**config.mk**
```make
export PLATFORM = sky130hd
export DESIGN_NAME = vmon_avg
export DESIGN_NICKNAME = d
export VERILOG_FILES = /design/src/rtl/vmon_pkg.sv /design/src/rtl/vmon_window_timer.sv /design/src/rtl/vmon_chan_acc.sv /design/src/rtl/vmon_loop_sel.sv /design/src/rtl/vmon_avg.sv
export SDC_FILE = /design/constraint.sdc
export NUM_CORES = 1
export LEC_CHECK = 0
export BUFFER_PORTS_ARGS = -buffer_cell sky130_fd_sc_hd__buf_2
export CAP_MARGIN = 20
export CORE_ASPECT_RATIO = 0.9
export CORE_MARGIN = 2
export CORE_UTILIZATION = 40
export CTS_CLUSTER_DIAMETER = 100
export DETAILED_ROUTE_END_ITERATION = 16
export PLACE_DENSITY = 0.55
export SETUP_SLACK_MARGIN = 0.02
export SLEW_MARGIN = 20
export SYNTH_ARGS = -nofsm -noshare
export SYNTH_HDL_FRONTEND = slang
export SYNTH_SLANG_ARGS = --single-unit
```
**constraint.sdc**
```tcl
create_clock -name clk_i -period 7.2 [get_ports clk_i]
set_input_delay 0.36 -clock clk_i [delete_from_list [all_inputs] [get_ports clk_i]]
set_output_delay 0.36 -clock clk_i [all_outputs]
set_load 0.02 [all_outputs]
```
**src/rtl/vmon_pkg.sv**
```systemverilog
package vmon_pkg;
  localparam int unsigned NUM_CH = 3;

  typedef enum logic [1:0] {
    CH_LOCAL  = 2'd0,
    CH_AUX    = 2'd1,
    CH_REMOTE = 2'd2,
    CH_NONE   = 2'd3
  } vmon_chan_e;
endpackage

```
**src/rtl/vmon_window_timer.sv**
```systemverilog
module vmon_window_timer #(
  parameter int unsigned WIN_TICKS = 1000000
) (
  input  logic clk_i,
  input  logic rst_ni,
  output logic win_end_o
);
  localparam int unsigned CW = $clog2(WIN_TICKS);
  localparam logic [CW-1:0] LAST = CW'(WIN_TICKS - 1);

  logic [CW-1:0] tick_q;

  assign win_end_o = (tick_q == LAST);

  always_ff @(posedge clk_i or negedge rst_ni) begin
    if (!rst_ni)        tick_q <= '0;
    else if (win_end_o) tick_q <= '0;
    else                tick_q <= tick_q + CW'(1);
  end
endmodule

```
**src/rtl/vmon_chan_acc.sv**
```systemverilog
module vmon_chan_acc #(
  parameter int unsigned DW        = 12,
  parameter int unsigned WIN_TICKS = 1000000
) (
  input  logic          clk_i,
  input  logic          rst_ni,
  input  logic          hit_i,
  input  logic [DW-1:0] data_i,
  input  logic          win_end_i,
  output logic [DW-1:0] avg_o
);
  localparam int unsigned CW = $clog2(WIN_TICKS + 1);
  localparam int unsigned AW = DW + CW;
  localparam int unsigned SW = $clog2(CW) + 1;
  localparam logic signed [AW-1:0] MAXV = AW'((2 ** (DW - 1)) - 1);
  localparam logic signed [AW-1:0] MINV = ~MAXV;

  logic signed [AW-1:0] sum_q, sum_nx, data_ext, scaled;
  logic [CW-1:0]        cnt_q, cnt_nx;
  logic [SW-1:0]        shamt;
  logic [DW-1:0]        avg_q, avg_nx;

  // floor(log2(count)); zero count gives zero shift on a zero sum
  function automatic logic [SW-1:0] flog2(input logic [CW-1:0] c);
    logic [SW-1:0] r;
    r = '0;
    for (int i = 0; i < int'(CW); i++) begin
      if (c[i]) r = SW'(i);
    end
    return r;
  endfunction

  assign data_ext = {{CW{data_i[DW-1]}}, data_i};
  assign sum_nx   = hit_i ? sum_q + data_ext : sum_q;
  assign cnt_nx   = cnt_q + CW'(hit_i);
  assign shamt    = flog2(cnt_nx);
  assign scaled   = sum_nx >>> shamt;

  always_comb begin
    if (scaled > MAXV)      avg_nx = MAXV[DW-1:0];
    else if (scaled < MINV) avg_nx = MINV[DW-1:0];
    else                    avg_nx = scaled[DW-1:0];
  end

  always_ff @(posedge clk_i or negedge rst_ni) begin
    if (!rst_ni) begin
      sum_q <= '0;
      cnt_q <= '0;
      avg_q <= '0;
    end else if (win_end_i) begin
      sum_q <= '0;
      cnt_q <= '0;
      avg_q <= avg_nx;
    end else begin
      sum_q <= sum_nx;
      cnt_q <= cnt_nx;
    end
  end

  assign avg_o = avg_q;
endmodule

```
**src/rtl/vmon_loop_sel.sv**
```systemverilog
module vmon_loop_sel
  import vmon_pkg::*;
#(
  parameter int unsigned DW = 12
) (
  input  logic          clk_i,
  input  logic          rst_ni,
  input  logic          sw_on_i,
  input  logic          smp_valid_i,
  input  logic [1:0]    smp_chan_i,
  input  logic [DW-1:0] smp_data_i,
  output logic [1:0]    sel_chan_o,
  output logic          loop_valid_o,
  output logic [DW-1:0] loop_data_o
);
  vmon_chan_e    sel_q;
  logic          lv_q;
  logic [DW-1:0] ld_q;
  logic          match;

  assign match = smp_valid_i && (vmon_chan_e'(smp_chan_i) == sel_q);

  always_ff @(posedge clk_i or negedge rst_ni) begin
    if (!rst_ni) begin
      sel_q <= CH_LOCAL;
      lv_q  <= 1'b0;
      ld_q  <= '0;
    end else begin
      sel_q <= sw_on_i ? CH_REMOTE : CH_LOCAL;
      lv_q  <= match;
      if (match) ld_q <= smp_data_i;
    end
  end

  assign sel_chan_o   = sel_q;
  assign loop_valid_o = lv_q;
  assign loop_data_o  = ld_q;
endmodule

```
**src/rtl/vmon_avg.sv**
```systemverilog
module vmon_avg
  import vmon_pkg::*;
#(
  parameter int unsigned DW        = 12,
  parameter int unsigned WIN_TICKS = 1000000,
  parameter int unsigned ADDR_W    = 8,
  parameter int unsigned BASE_ADDR = 8'h15
) (
  input  logic              clk_i,
  input  logic              rst_ni,
  input  logic              smp_valid_i,
  input  logic [1:0]        smp_chan_i,
  input  logic [DW-1:0]     smp_data_i,
  input  logic              sw_on_i,
  input  logic              rd_en_i,
  input  logic [ADDR_W-1:0] rd_addr_i,
  output logic [DW-1:0]     rd_data_o,
  output logic              rd_hit_o,
  output logic [1:0]        sel_chan_o,
  output logic              loop_valid_o,
  output logic [DW-1:0]     loop_data_o
);
  logic                      win_end;
  logic [NUM_CH-1:0][DW-1:0] avg_w;
  logic [ADDR_W-1:0]         rd_off;
  logic                      rd_map;
  logic [DW-1:0]             rd_mux;
  logic [DW-1:0]             rd_data_q;
  logic                      rd_hit_q;

  vmon_window_timer #(.WIN_TICKS(WIN_TICKS)) u_timer (
    .clk_i     (clk_i),
    .rst_ni    (rst_ni),
    .win_end_o (win_end)
  );

  for (genvar ch = 0; ch < NUM_CH; ch++) begin : g_ch
    logic hit;
    assign hit = smp_valid_i && (smp_chan_i == 2'(ch));
    vmon_chan_acc #(.DW(DW), .WIN_TICKS(WIN_TICKS)) u_acc (
      .clk_i     (clk_i),
      .rst_ni    (rst_ni),
      .hit_i     (hit),
      .data_i    (smp_data_i),
      .win_end_i (win_end),
      .avg_o     (avg_w[ch])
    );
  end

  vmon_loop_sel #(.DW(DW)) u_sel (
    .clk_i        (clk_i),
    .rst_ni       (rst_ni),
    .sw_on_i      (sw_on_i),
    .smp_valid_i  (smp_valid_i),
    .smp_chan_i   (smp_chan_i),
    .smp_data_i   (smp_data_i),
    .sel_chan_o   (sel_chan_o),
    .loop_valid_o (loop_valid_o),
    .loop_data_o  (loop_data_o)
  );

  assign rd_off = rd_addr_i - ADDR_W'(BASE_ADDR);
  assign rd_map = (rd_addr_i >= ADDR_W'(BASE_ADDR)) && (rd_off < ADDR_W'(NUM_CH));

  always_comb begin
    rd_mux = '0;
    for (int ch = 0; ch < int'(NUM_CH); ch++) begin
      if (rd_map && rd_off == ADDR_W'(ch)) rd_mux = avg_w[ch];
    end
  end

  // read samples the pre-edge value, so a publish-edge read is never torn
  always_ff @(posedge clk_i or negedge rst_ni) begin
    if (!rst_ni) begin
      rd_data_q <= '0;
      rd_hit_q  <= 1'b0;
    end else if (rd_en_i) begin
      rd_data_q <= rd_mux;
      rd_hit_q  <= rd_map;
    end
  end

  assign rd_data_o = rd_data_q;
  assign rd_hit_o  = rd_hit_q;
endmodule

```
After elaboration in Yosys (flattened, before gate mapping)
Index checks and enable logic that the tools add are counted.
Widths: inputs -> output; s select.
- memories kept: 0
- output and inout bits: 28
- register bits: 240
- bits in writable memories: 0
- bits in latches: 0
- logic and storage cells: 127
- ROM bits: 0
- add/subtract/negate cells: 8
- order comparisons: 8
- reduce and logical (&&, ||, !) cells: 10
- div/mod/pow operators: 0
- eq/ne operators: 6
- shifts and indexed selects: 3
- $mul: 0
- bitwise gates (word level): 0
- muxes and demuxes: 77
- operator list (cell ; number):
    $mux 6 ; 54
    $mux 32 ; 6
    $mux 12 ; 9
    $add 32x12->32 ; 3
    $gt 32x12->1 const B ; 3
    $lt 32x12->1 const B ; 3
    $sshr 32x6->32 ; 3
    $mux 20 ; 4
    $add 20x1->20 ; 3
    $add 20x1->20 const B ; 1
    $eq 20x20->1 const B ; 1
    $eq 8x1->1 const B ; 1
    $eq 8x2->1 const B ; 1
    $ge 8x5->1 const B ; 1
    $logic_and 1x1->1 ; 8
    $logic_not 8->1 ; 1
    $lt 8x2->1 const B ; 1
    $sub 8x5->8 const B ; 1
    $mux 1 ; 3
    $eq 2x1->1 const B ; 1
    $eq 2x2->1 ; 1
    $eq 2x2->1 const B ; 1
    $logic_not 2->1 ; 1
    $mux 2 ; 1

Depth between registers and ports, before layout
- depth in word-level cells: 26
- gate-level depth with buffers: 28

Modules after synthesis
Synthesis repeated with hierarchy kept, for this count alone.
- cell total of the unflattened synthesis: 3284
- area, all modules: 26406.6 µm²
- by module, submodules not included (module ; times used ; cells each ; area each (µm²)):
    vmon_chan_acc at g_ch[0].u_acc ; 1 ; 1056 ; 8287.9
    vmon_chan_acc at g_ch[1].u_acc ; 1 ; 1021 ; 7838.8
    vmon_chan_acc at g_ch[2].u_acc ; 1 ; 1003 ; 7732.4
    vmon_window_timer ; 1 ; 97 ; 1046.0
    vmon_avg ; 1 ; 76 ; 972.2
    vmon_loop_sel ; 1 ; 31 ; 529.3

Worst setup path before layout
No wires, ideal clock.
- path kind: input-to-reg
- start point: input port smp_chan_i[0]
- end point: register g_ch[0].u_acc.avg_q[6]
- slack: 0.949 ns
- stages on the path: 24
- required time: 7.135 ns
- arrival: 6.185 ns
- setup time: 0.065 ns
- path buffers: 5
- path through: or3b_2 clkbuf_1 inv_1 clkbuf_1 buf_1 ha_1 ha_1 buf_2 or3b_2 nor4_1 a311oi_1 a21boi_0 a211oi_4 nor2_4 mux2_4 mux2_4 a221o_1 mux2i_1 a21oi_1 or4_1 o41a_1 buf_6 a311oi_2 o22a_1
- cells in the longest elaborated chain, start to end: 26
- elaborated cells on any way between the ends: 28
- those cells by class: add/sub: 1; order compare: 2; shift: 1; mux: 22; reduce/logical: 2
- RTL lines (element ; line ; text):
    start: declaration ; vmon_avg.sv:12 ; input logic [1:0] smp_chan_i,
    $logic_not 2->1 * ; vmon_avg.sv:39 ; assign hit = smp_valid_i && (smp_chan_i == 2'(ch));
    $logic_and 1x1->1 * ; vmon_avg.sv:39 ;
    $add 20x1->20 ; vmon_chan_acc.sv:35 ; assign cnt_nx = cnt_q + CW'(hit_i);
    $mux 1 ; vmon_chan_acc.sv:28 ; if (c[i]) r = SW'(i);
    $mux 6 (18 in series) ; vmon_chan_acc.sv:28 ;
    $sshr 32x6->32 * ; vmon_chan_acc.sv:37 ; assign scaled = sum_nx >>> shamt;
    $lt 32x12->1 ; vmon_chan_acc.sv:41 ; else if (scaled < MINV) avg_nx = MINV[DW-1:0];
    $mux 12 ; vmon_chan_acc.sv:41 ;
    $mux 12 * ; vmon_chan_acc.sv:40 ; if (scaled > MAXV) avg_nx = MAXV[DW-1:0];
    end signal: assignment ; vmon_chan_acc.sv:53 ; avg_q <= avg_nx;
    end: declaration ; vmon_chan_acc.sv:21 ; logic [DW-1:0] avg_q, avg_nx;
Mark *: on every way between the ends. The rest lies on a longest branch, timed or not.
A chain may end at the register's enable or synchronous reset.

Worst setup path after layout
- start point: input port smp_chan_i[0]
- end point: register g_ch[0].u_acc.avg_q[9]
Same word-level chain as after synthesis.

==> flow_results.org <==
** Cells and area
- Of the cells placed in the final design, the portion with a size suffix greater than 1 is 0.0896.
- # diodes :: 0
- In the final design database the tool counted 3100 nets.
- Top library cells by usage in the layout, fill and taps aside :: nor2_1 (380), nand2_1 (297), dfrtp_1 (239), a21oi_1 (200), o21ai_0 (155)
- The layout has 5972 filler cells.
- Most frequent standard cell in the layout excluding fill and tap cells :: nor2_1
- Signed area change from the synthesized netlist to the final layout :: 8.17%
- Area taken by flip-flops and latches :: approximately 6000 um2
- Area occupied by multi-input gates :: 16700 um2

** Placed design
- GPL Wtd Cong :: around 0.93
- Port bufs :: 53
- HPWL after DPL :: 54800 um

** Floorplanning
- Area of the die :: 61000 um2
- In this run the core area contains 84 standard-cell rows.
- Starting density of the core :: 0.404
- The die is 260 um wide.
- Core area :: 58400 um2
- Vert. Die Dim :: approximately 230 um
- In this run the count of I/O pins placed on the die edge is 55.

** Worst setup path
- Arr. time, crit path :: 6.87 ns
- CP required :: 7.67 ns
- Kind of end point of the critical path :: flop
- By startpoint and endpoint, the worst setup path is classified as in2reg.
- Worst reg2reg path startpoint :: g_ch[1].u_acc.sum_q[0]
- STA classifies the critical path startpoint as an input port.
- Highest fanout seen on the critical path :: 17
- Worst Reg-to-Reg Cells :: 17
- For flop-to-flop paths, the worst setup slack is ~0.91 ns.
- Worst R2R End :: g_ch[1].u_acc.avg_o[4]

** Power and ir drop
- Power after layout :: 9190 uW
- Peak ir drop on the vdd network :: 0.000158 V
- Total power per unit cell area :: 360 nW/um2
- The analysis attributes to cell leakage a power of 0.0107 uW.

** Detailed routing
- Once detail routing completed, the nets flagged for antenna violations numbered 0.
- The final layout contains routed wiring with a total length of 75900 um.
- After the first detailed-routing iteration, the DRC count stood at 2174.
- Via count :: 23700
- In the final routing, the length of wire on met1 measures about 37000 um.
- In the routed layout, each cell is associated on average with a via count of between 6 and 7.
- DRC violations left :: 0
- Detailed routing placed a total of 33100 um of wire on met2.
- Wire segments on met3 add up to 4230 um in the final route.
- After detailed routing, no signal wire sits above met4.
- Dividing the detail-routed wire length by the instance count gives approximately 20 um.
- The first detailed-routing pass took 7 iterations.

** Clock tree
- CTS clock-pin slew for the worst setup and hold paths :: 0.06 ns
- Number of clock sinks :: 239
- In this run the deepest clock path goes through 3 buffers.
- In this run the number of H-tree levels came out at 1.
- Clock buffers created by TritonCTS :: 31
- The number of setup buffers added after CTS is 0.
- Post-CTS resize count :: 0
- Skew-Pair Late Insertion Delay :: just over 0.6 ns
- CTS Root Cell :: clkbuf_16
- Clock tree from TritonCTS :: built

** STA
- Measured slew at the worst slew-check pin :: 1.11 ns
- Setup violation total in the final timing report :: 0
- The smallest clock period supported by the final layout is computed as 6.40 ns.
- Worst Clk Skew :: 0.0216 ns
- Worst slew margin relative to its limit :: 0.244
- Setup repair after global routing left no endpoint under its margin.
- In the final timing run, aggregate negative setup slack is 0 ns.
- For this run, the top clock speed supported by timing is approximately 160 MHz.
- Of the available clock period, the critical path in the final layout requires 0.888.
- Count of endpoints failing hold in the final timing report :: 0
- The count of final max-slew check failures was 0.

** Synth
- Largest family of logic cells by synthesized area :: compound AO/OA/AOI/OAI gates
- Number of unique standard cell types used by synthesis :: 96
- Synthesized-area fraction occupied by and/or/nand/nor cells :: 0.254
- YS warnings :: 0
- Share of synthesized area occupied by flip-flops and latches :: 0.253
- Yosys mapped a number of flops with a built-in enable equal to 0.
- Among all flip-flop cells after synthesis, the most frequent one is dfrtp_1.
- Area fraction in compound gates after synthesis :: 0.259
- Post-synthesis adder-cell area fraction :: 0.0555
- The synthesized design contains 239 register bits.
- Synth area leader :: dfrtp_1
- Of the total synthesized cell area, the portion taken by XOR and XNOR cells is 0.0460.
- Synth top area share :: 0.253
- When the netlist entered floorplanning its net count stood at 3178.
- Counting flops with an async set or reset pin after synthesis yields a share of 1.00.
- Summing every instance area after synthesis gives roughly 24000 um2.
- Synthesized instance count :: ~3000
- Proportion of synthesized area in mux cells :: 0.0875
- Largest cells by area after synthesis :: dfrtp_1 (25%), mux2i_1 (6.2%), nor2_1 (6.1%)
- Dividing the synthesized area by the synthesized cell count gives 7.74 um2.

** Global route
- Maximum number of pins on one net before global-route repair :: 177
- Via count of the first global-routing pass :: between 20000 and 25000
- After global routing the overflow that remains totals 0.
- For this run, the total global-route usage over all layers was measured as 0.240.
- The initial antenna violation count was 0.
- The first global-routing pass estimated about 120000 um of wire.

** Min path
- End point of the worst hold path :: rd_hit_o
- The tightest min-delay check is of the in2reg type.
- In this run the most critical hold path is launched from rd_addr_i[1].
- The worst hold path was traced through 3 stages.

** Run status
- Result of the run :: completed

** Run
- # Max-Cap Violations :: 0
Yosys cell counts (all sizes together), types with 13 or more instances:
cell type	count
and2	38
buf	65
ha	100
o22ai	24
nand4	68
o31ai	19
clkbuf	154
xnor2	72
nor2b	23
a311oi	19
a2111oi	18
a31oi	46
a211oi	68
o21ai	159
nor2	383
nand2b	19
nor3	81
o211ai	50
and4	19
nand3	105
or3	30
a21oi	201
mux2i	146
a222oi	13
o21a	30
xor2	52
and3	41
mux2	45
a211o	21
dfrtp	239
or2	18
nand2	297
o21bai	13
a22oi	13
nor3b	14
nor4	42
a21o	49
inv	39
stage by stage:
stage          hold slack [ns]  instances  cell area [um2]   util  worst slack (ns)
2_1_floorplan           0.0644       3048            23600      -             0.949
3_3_place_gp             0.422       3709            24500  0.419             0.402
3_5_place_dp             0.428       3709            24500  0.419             0.260
4_1_cts                 0.0331       3765            25500  0.437             0.883
5_1_grt                 0.0556       3765            25500  0.437             0.275
6_report                0.0583       3765            25500  0.437             0.803
where the power goes:
group          internal, uW  switching [uW]  leakage, uW
Sequential             1660             278      0.00294
Combinational          2170            3470      0.00724
Clock                   953             658     0.000510
Total                  4790            4410       0.0107
logic make-up after synthesis:
group,after synthesis
simple gates,1233
other cells,1
xor+xnor,124
compound gates,892
buf+inv,261
fa+ha+maj,103
mux,195
flops,239
area by class of cell:
class / instances / share of cell area
Clock buffer: 44 / 0.0362
Clock inverter: 10 / 0.00426
Inverter: 42 / 0.00617
Multi-Input combinational cell: 2548 / 0.653
Sequential cell: 239 / 0.234
Tap cell: 774 / 0.0379
Timing Repair Buffer: 108 / 0.0286
routing by layer:
layer  global-route usage  up-vias
li1                     -    11300
met1                0.361    11500
met2                0.369      748
met3               0.0252       82
met4               0.0500        0
met5                    0        -
worst max path at each step:
stage | end | cells past startpoint | from
5_1_grt | g_ch[0].u_acc.avg_o[5] | 21 | smp_chan_i[0]
6_report | g_ch[0].u_acc.avg_o[9] | 21 | smp_chan_i[0]
4_1_cts | g_ch[0].u_acc.avg_o[9] | 21 | smp_chan_i[0]
3_3_place_gp | g_ch[0].u_acc.avg_o[2] | 21 | smp_chan_i[0]
2_1_floorplan | g_ch[0].u_acc.avg_o[6] | 24 | smp_chan_i[0]
3_5_place_dp | g_ch[0].u_acc.avg_o[9] | 21 | smp_chan_i[0]
state kept, by name, summed over array words and instances (netlist names):
| register | cells |
|---|---|
| g_ch.u_acc.avg_o | 36 |
| g_ch.u_acc.cnt_q | 60 |
| g_ch.u_acc.sum_q | 96 |
| rd_data_o | 12 |
| rd_hit_o | 1 |
| u_sel.loop_data_o | 12 |
| u_sel.loop_valid_o | 1 |
| u_sel.sel_chan_o | 1 |
| u_timer.tick_q | 20 |
repair_timing:
| action | in CTS | in global routing |
|---|---|---|
| hold buffers | 2 | 0 |
| hold endpoints to repair | 85 | 0 |
| setup endpoints to repair | 0 | 0 |
critical path, cell delays in order:
cell and delay, ns:
buf_2 0.12, or3b_2 0.57, inv_1 0.14, ha_1 0.32, ha_1 0.48, nand4_2 0.32
nor4_1 0.68, xnor2_1 0.17, o21ai_1 0.20, a211oi_4 0.12, nor2_4 0.45, mux2_2 0.41
a31oi_1 0.26, o21ai_0 0.13, buf_4 0.19, nor4_1 0.25, nand2_1 0.09, or4b_1 0.51
a211oi_1 0.27, o221ai_1 0.46, o22a_1 0.36
Power figures use the tool's default switching activity.
